### config.mk
export PLATFORM = sky130hd
export DESIGN_NAME = approx_bit_corr
export DESIGN_NICKNAME = d
export VERILOG_FILES = /design/src/rtl/bcorr_pkg.sv /design/src/rtl/bcorr_window.sv /design/src/rtl/bcorr_groups.sv /design/src/rtl/bcorr_tree.sv /design/src/rtl/approx_bit_corr.sv
export SDC_FILE = /design/constraint.sdc
export NUM_CORES = 1
export LEC_CHECK = 0
export BUFFER_PORTS_ARGS = -buffer_cell sky130_fd_sc_hd__buf_2
export CORE_UTILIZATION = 67
export CTS_BUF_LIST = sky130_fd_sc_hd__clkbuf_4 sky130_fd_sc_hd__clkbuf_8
export CTS_CLUSTER_SIZE = 8
export DETAILED_ROUTE_END_ITERATION = 8
export HOLD_SLACK_MARGIN = 0.02
export PLACE_DENSITY = 0.87
export SLEW_MARGIN = 40
export SYNTH_ARGS = -nofsm -noshare
export SYNTH_HDL_FRONTEND = slang
export SYNTH_HIERARCHICAL = 1
export SYNTH_SLANG_ARGS = --single-unit
### constraint.sdc
create_clock -name clk_i -period 4.41 [get_ports clk_i]
set_input_delay 0.2205 -clock clk_i [delete_from_list [all_inputs] [get_ports clk_i]]
set_output_delay 0.2205 -clock clk_i [all_outputs]
set_load 0.03 [all_outputs]
### src/rtl/bcorr_pkg.sv
package bcorr_pkg;

    // Flags that travel down the pipeline beside the data.
    typedef struct packed {
        logic vld;
        logic primed;
    } tag_t;

    // Contribution of one four-bit group: agreements, or agreements-1 floored at 0.
    function automatic logic [2:0] grp_value(input logic [3:0] w,
                                             input logic [3:0] p,
                                             input logic       approx);
        logic [3:0] m;
        logic [2:0] c;
        m = ~(w ^ p);
        c = {2'b00, m[0]} + {2'b00, m[1]} + {2'b00, m[2]} + {2'b00, m[3]};
        if (approx && (c != 3'd0)) begin
            c = c - 3'd1;
        end
        return c;
    endfunction

endpackage

### src/rtl/bcorr_window.sv
module bcorr_window #(
    parameter int unsigned WIN_LEN = 16
) (
    input  logic               clk_i,
    input  logic               rst_i,
    input  logic               bit_i,
    input  logic               valid_i,
    output logic [WIN_LEN-1:0] win_o,
    output logic               near_full_o
);
    localparam int unsigned FILL_W = $clog2(WIN_LEN + 1);

    typedef struct packed {
        logic [WIN_LEN-1:0] win;
        logic [FILL_W-1:0]  fill;
    } win_state_t;

    win_state_t st_d, st_q;

    always_comb begin
        st_d = st_q;
        if (valid_i) begin
            st_d.win = {st_q.win[WIN_LEN-2:0], bit_i};
            if (st_q.fill != FILL_W'(WIN_LEN)) begin
                st_d.fill = st_q.fill + FILL_W'(1);
            end
        end
    end

    always_ff @(posedge clk_i) begin
        if (rst_i) begin
            st_q <= '0;
        end else begin
            st_q <= st_d;
        end
    end

    assign win_o       = st_q.win;
    // The bit arriving now completes a full window.
    assign near_full_o = (st_q.fill >= FILL_W'(WIN_LEN - 1));

    // a valid bit lands at position 0 and the rest move up by one
    a_r1_shift_in : assert property (@(posedge clk_i) disable iff (rst_i)
        valid_i |=> (win_o[0] == $past(bit_i)) &&
                    (win_o[WIN_LEN-1:1] == $past(win_o[WIN_LEN-2:0])));

    // without a valid bit the window holds
    a_r1_hold : assert property (@(posedge clk_i) disable iff (rst_i)
        !valid_i |=> $stable(win_o));

endmodule

### src/rtl/bcorr_groups.sv
module bcorr_groups #(
    parameter int unsigned       WIN_LEN = 16,
    parameter logic [WIN_LEN-1:0] PATTERN = '0,
    parameter bit                APPROX  = 1'b1
) (
    input  logic                        clk_i,
    input  logic                        rst_i,
    input  logic [WIN_LEN-1:0]          win_i,
    output logic [(WIN_LEN/4)*(APPROX ? 2 : 3)-1:0] grp_o
);
    localparam int unsigned GROUPS = WIN_LEN / 4;
    localparam int unsigned GV_W   = APPROX ? 2 : 3;
    localparam int unsigned GRP_W  = GROUPS * GV_W;

    logic [GRP_W-1:0] grp_d, grp_q;

    for (genvar g = 0; g < GROUPS; g++) begin : g_grp
        assign grp_d[g*GV_W +: GV_W] =
            GV_W'(bcorr_pkg::grp_value(win_i[4*g +: 4], PATTERN[4*g +: 4], APPROX));
    end

    always_ff @(posedge clk_i) begin
        if (rst_i) begin
            grp_q <= '0;
        end else begin
            grp_q <= grp_d;
        end
    end

    assign grp_o = grp_q;

    // a group that fully agrees in the window yields the top value next cycle
    a_r3_full_group : assert property (@(posedge clk_i) disable iff (rst_i)
        (win_i[3:0] == PATTERN[3:0]) |=> (grp_o[GV_W-1:0] == GV_W'(APPROX ? 3 : 4)));

endmodule

### src/rtl/bcorr_tree.sv
module bcorr_tree #(
    parameter int unsigned GROUPS  = 4,
    parameter int unsigned GV_W    = 2,
    parameter int unsigned SCORE_W = 4
) (
    input  logic                      clk_i,
    input  logic                      rst_i,
    input  logic [GROUPS*GV_W-1:0]    grp_i,
    output logic [SCORE_W-1:0]        sum_o
);
    localparam int unsigned LVLS = $clog2(GROUPS);
    localparam int unsigned NPAD = 1 << LVLS;

    for (genvar l = 0; l <= LVLS; l++) begin : g_lvl
        localparam int unsigned NN = NPAD >> l;
        logic [SCORE_W-1:0] node [NN];

        if (l == 0) begin : g_leaf
            for (genvar i = 0; i < NN; i++) begin : g_in
                if (i < GROUPS) begin : g_use
                    assign node[i] = SCORE_W'(grp_i[i*GV_W +: GV_W]);
                end else begin : g_pad
                    assign node[i] = '0;
                end
            end
        end else begin : g_add
            logic [SCORE_W-1:0] node_d [NN];

            always_comb begin
                for (int i = 0; i < NN; i++) begin
                    node_d[i] = g_lvl[l-1].node[2*i] + g_lvl[l-1].node[2*i+1];
                end
            end

            always_ff @(posedge clk_i) begin
                if (rst_i) begin
                    node <= '{default: '0};
                end else begin
                    node <= node_d;
                end
            end
        end
    end

    assign sum_o = g_lvl[LVLS].node[0];

endmodule

### src/rtl/approx_bit_corr.sv
module approx_bit_corr #(
    parameter int unsigned        WIN_LEN = 16,
    parameter logic [WIN_LEN-1:0] PATTERN = 16'hB38E,
    parameter bit                 APPROX  = 1'b1,
    localparam int unsigned       SCORE_MAX = APPROX ? (3 * WIN_LEN / 4) : WIN_LEN,
    localparam int unsigned       SCORE_W   = $clog2(SCORE_MAX + 1)
) (
    input  logic               clk_i,
    input  logic               rst_i,
    input  logic               bit_i,
    input  logic               valid_i,
    input  logic [SCORE_W-1:0] thr_i,
    output logic [SCORE_W-1:0] score_o,
    output logic               score_valid_o,
    output logic               detect_o
);
    import bcorr_pkg::*;

    localparam int unsigned GROUPS = WIN_LEN / 4;
    localparam int unsigned GV_W   = APPROX ? 2 : 3;
    localparam int unsigned LVLS   = $clog2(GROUPS);
    localparam int unsigned LAT    = LVLS + 2;
    localparam int unsigned FILL_W = $clog2(WIN_LEN + 1);

    logic [WIN_LEN-1:0]     win;
    logic                   near_full;
    logic [GROUPS*GV_W-1:0] grp;
    logic [SCORE_W-1:0]     sum;

    bcorr_window #(.WIN_LEN(WIN_LEN)) u_window (
        .clk_i       (clk_i),
        .rst_i       (rst_i),
        .bit_i       (bit_i),
        .valid_i     (valid_i),
        .win_o       (win),
        .near_full_o (near_full)
    );

    bcorr_groups #(.WIN_LEN(WIN_LEN), .PATTERN(PATTERN), .APPROX(APPROX)) u_groups (
        .clk_i (clk_i),
        .rst_i (rst_i),
        .win_i (win),
        .grp_o (grp)
    );

    bcorr_tree #(.GROUPS(GROUPS), .GV_W(GV_W), .SCORE_W(SCORE_W)) u_tree (
        .clk_i (clk_i),
        .rst_i (rst_i),
        .grp_i (grp),
        .sum_o (sum)
    );

    // Flag pipeline, one stage per data register on the way to score_o.
    tag_t tag_d [LAT];
    tag_t tag_q [LAT];

    always_comb begin
        tag_d[0].vld    = valid_i;
        tag_d[0].primed = valid_i & near_full;
        for (int i = 1; i < LAT; i++) begin
            tag_d[i] = tag_q[i-1];
        end
    end

    always_ff @(posedge clk_i) begin
        if (rst_i) begin
            tag_q <= '{default: '0};
        end else begin
            tag_q <= tag_d;
        end
    end

    assign score_o       = sum;
    assign score_valid_o = tag_q[LAT-1].vld;
    assign detect_o      = tag_q[LAT-1].vld & tag_q[LAT-1].primed & (sum > thr_i);

    // Checker state: valid bits seen since reset, saturating at the window length.
    logic [FILL_W-1:0] chk_cnt_d, chk_cnt_q;

    always_comb begin
        chk_cnt_d = chk_cnt_q;
        if (valid_i && (chk_cnt_q != FILL_W'(WIN_LEN))) begin
            chk_cnt_d = chk_cnt_q + FILL_W'(1);
        end
    end

    always_ff @(posedge clk_i) begin
        if (rst_i) begin
            chk_cnt_q <= '0;
        end else begin
            chk_cnt_q <= chk_cnt_d;
        end
    end

    // a valid score never leaves its range
    a_r5_score_range : assert property (@(posedge clk_i) disable iff (rst_i)
        score_valid_o |-> (score_o <= SCORE_W'(SCORE_MAX)));

    // detection only ever accompanies a valid score
    a_r7_detect_valid : assert property (@(posedge clk_i) disable iff (rst_i)
        detect_o |-> score_valid_o);

    // no detection before a whole window has been received
    a_r8_primed : assert property (@(posedge clk_i) disable iff (rst_i)
        detect_o |-> (chk_cnt_q == FILL_W'(WIN_LEN)));

    // an output valid needs at least one input valid since reset
    a_r6_valid_source : assert property (@(posedge clk_i) disable iff (rst_i)
        score_valid_o |-> (chk_cnt_q != '0));

endmodule

==> impl_metrics.toml <==
[floorplan]
die_area_mm2 = 0.003823
die_w_um = 61.83
io-pin-count = 14
coreArea_mm2 = 0.003390
start_util_pct = 70.76
chipHeight_um = 61.83
rows = 21

[setup_path]
worstPathArrival_ns = 2.60
cp_top_family = "adder cells"
slowest_delay_ns = 0.53
path_max_fanout = 3
crit_chain = "inv_1, fa_1, inv_1, ha_1, ha_1, inv_1, ha_1, nor2b_1, mux2_2"
path_buf_inv = 3
path_class = "register to register"
cp_slowest_cell = "fa_1"
setup.worst_path.end_class = "register"
critPathLaunchType = "register"
worstPathRequired_ns = 4.67

[timing]
fmax_mhz = 427.0
fin_crit_sh_pct = 53.10
fin_crit_ns = 2.342
drv_slew = 0
worst_pin_slew_ns = 0.5150
fin_skew_ns = 0.008491
maxSlewHeadroom_pct = 65.66
rsz0062_at_grt = "no"
setup-tns-final_ns = 0
hold_violations = 0
setup_violations = 0

[power]
p_total_mw = 0.7153
power-per-cell-area_mw_per_mm2 = 296.8
ir_drop_v = 0.0001986
p_leak_nw = 1.160

[finish]
diodes = 0
area_growth_pct = 0.4695
num-nets-final = 275
final_layout_size_suffix_gt1_share_pct = 13.08

[route]
routed_wl_um = 3104
via_per_inst = 5.032
vias = 1424
post_drt_wl_per_cell_um = 10.97
drc = 0
antenna_left = 0
first_pass_iters = 4
dr.first_iter.drc_count = 25

[synthesis]
synth_edf_count = 0
synth_commonest_cells = "47 x dfxtp_1, 34 x inv_1, 28 x nor2_1"
synth_warnings = 6
syn_nets = 277
synth_top_cell_by_area = "dfxtp_1"
ys_ff_latch = 47
syn_area_mm2 = 0.002399
synth.top_cell.area_share_pct = 39.23
synth.avg_cell_area_um2 = 10.08
ys_seq_area_share_pct = 39.23
synth-main-ff-cell = "dfxtp_1"
synthTopCellsByArea = "dfxtp_1 39%, ha_1 13%, mux2i_1 7.1%"
ys_async_sr_fraction_pct = 0
yosysMostFrequentCell = "dfxtp_1"
syn_inst = 238
synth_cell_types = 33

[clocking]
cts-root-buf = "clkbuf_4"
clkSinkCount = 47
clk_pin_slew_ns = 0.12
cts_buffers = 5
cts.repair.resized = 0
clk_latency_ns = 0.35
htreeDepth = 2
cts_tree = "yes"
cts_setup_buffers = 0
clockBufferDepth = 2
holdBufCountCts = 0

[grt]
grt_max_degree = 55
antenna_found_initial = 0
grt_pass1_vias = 1380
grt_pass1_wl_um = 5112
grt_use_total_pct = 18.66
grt_remaining_overflow = 0

[placement]
port-buffer-count = 13
dpl.hpwl_um = 2315
place_congestion = 0.7359

[job]
cap_viol_max_count = 0

[min_path]
min_path_type = "input pin to register"

[run_status]
status = "complete, no violations"
flip-flops by register name, indices dropped and copies added (netlist names):
| signal | cells |
|---|---|
| tag_d | 6 |
| tag_q | 1 |
| u_window/win_o | 16 |
| score_valid_o | 1 |
| u_tree/sum_o | 4 |
| u_tree/g_lvl.node | 6 |
| u_window/st_q | 5 |
| u_groups/grp_o | 8 |
per-stage QoR:
stage | hold WS (ns) | area (um^2) | util, % | instances | setup slack (ns)
after floorplan | 0.2907 | 2399 | - | 238 | 2.142
after global placement | 0.4140 | 2350 | 69.32 | 275 | 2.185
after detailed placement | 0.4223 | 2350 | 69.32 | 275 | 2.096
after CTS | 0.1052 | 2407 | 71.02 | 283 | 2.064
after global routing | 0.1448 | 2410 | 71.10 | 283 | 1.936
final | 0.1139 | 2410 | 71.10 | 283 | 2.068
final timing paths:
kind,cells after the start,from,endpoint,slack [ns]
setup / recovery,9,u_window/win_o[8],u_groups/grp_o[4],2.07
hold reg to reg,1,tag_d[4],tag_d[2],0.45
setup reg to reg,9,u_window/win_o[8],u_groups/grp_o[4],2.07
hold / removal,3,bit_i,u_window/win_o[0],0.11
tightest hold or removal path, delay by kind of cell:
family                 cells  cell delay [ns]
buffers and inverters      1             0.07
muxes                      1             0.06
and+or+nand+nor            1             0.09
where the power goes:
group / switching (mW) / total, mW / internal (mW) / leakage [nW]
clock network: 0.125 / 0.200 / 0.0746 / 0.0361
logic: 0.0367 / 0.0688 / 0.0320 / 0.742
registers: 0.00828 / 0.446 / 0.438 / 0.382
area by class of cell:
cell class                      instances  area, um^2
Multi-Input combinational cell        135        1159
Fill cell                             262       979.7
Sequential cell                        47       940.9
Inverter                               34       127.6
Timing Repair Buffer                   13       67.56
Tap cell                               46       57.56
Clock buffer                            7       52.55
Clock inverter                          1       5.005
kinds of logic (layout without fill, tap and decap cells):
kind of cell	Yosys count	count (layout)	share of synthesized area (%)
AND/OR/NAND/NOR	69	69	16.07
buffers and inverters	56	55	12.47
adder cells (fa/ha/maj)	31	31	18.36
AO/OA/AOI/OAI	11	11	3.547
XOR/XNOR	2	2	0.7304
multiplexers	22	22	9.598
flip-flops	47	47	39.23
per-layer routing:
metal  GRT usage, %  share of wire, %  up-vias
li1               -                 -      746
met1          18.98                45      656
met2          34.56                50       16
met3          6.211               3.3        6
met4          8.254               1.6        0
met5              0                 0        -
layout by cell type, fill, tap and decap left out:
cell type | Yosys | final
dfxtp_1 | 47 | 47
inv_1 | 34 | 34
nor2_1 | 28 | 28
ha_1 | 24 | 24
mux2i_1 | 17 | 17
nor2b_1 | 13 | 13
buf_2 | 2 | 12
clkbuf_4 | 0 | 7
fa_1 | 7 | 7
and2b_1 | 6 | 6
mux2_2 | 4 | 4
nand2b_1 | 4 | 4
a211oi_1 | 4 | 4
nand4_1 | 3 | 3
nand2_1 | 3 | 3
a21oi_1 | 2 | 2
nor3b_1 | 2 | 2
nand4bb_1 | 2 | 2
o31ai_1 | 2 | 2
xor2_1 | 2 | 2
nor2b_4 | 1 | 1
o211ai_2 | 1 | 1
nand3_1 | 1 | 1
a21oi_2 | 1 | 1
nor2b_2 | 1 | 1
and2_1 | 1 | 1
clkinv_2 | 0 | 1
buf_4 | 17 | 1
nor3_1 | 1 | 1
and3_1 | 1 | 1
nand3b_1 | 1 | 1
or3b_1 | 1 | 1
o21a_2 | 1 | 1
mux2_4 | 1 | 1
(Power assumes the default switching activity.)
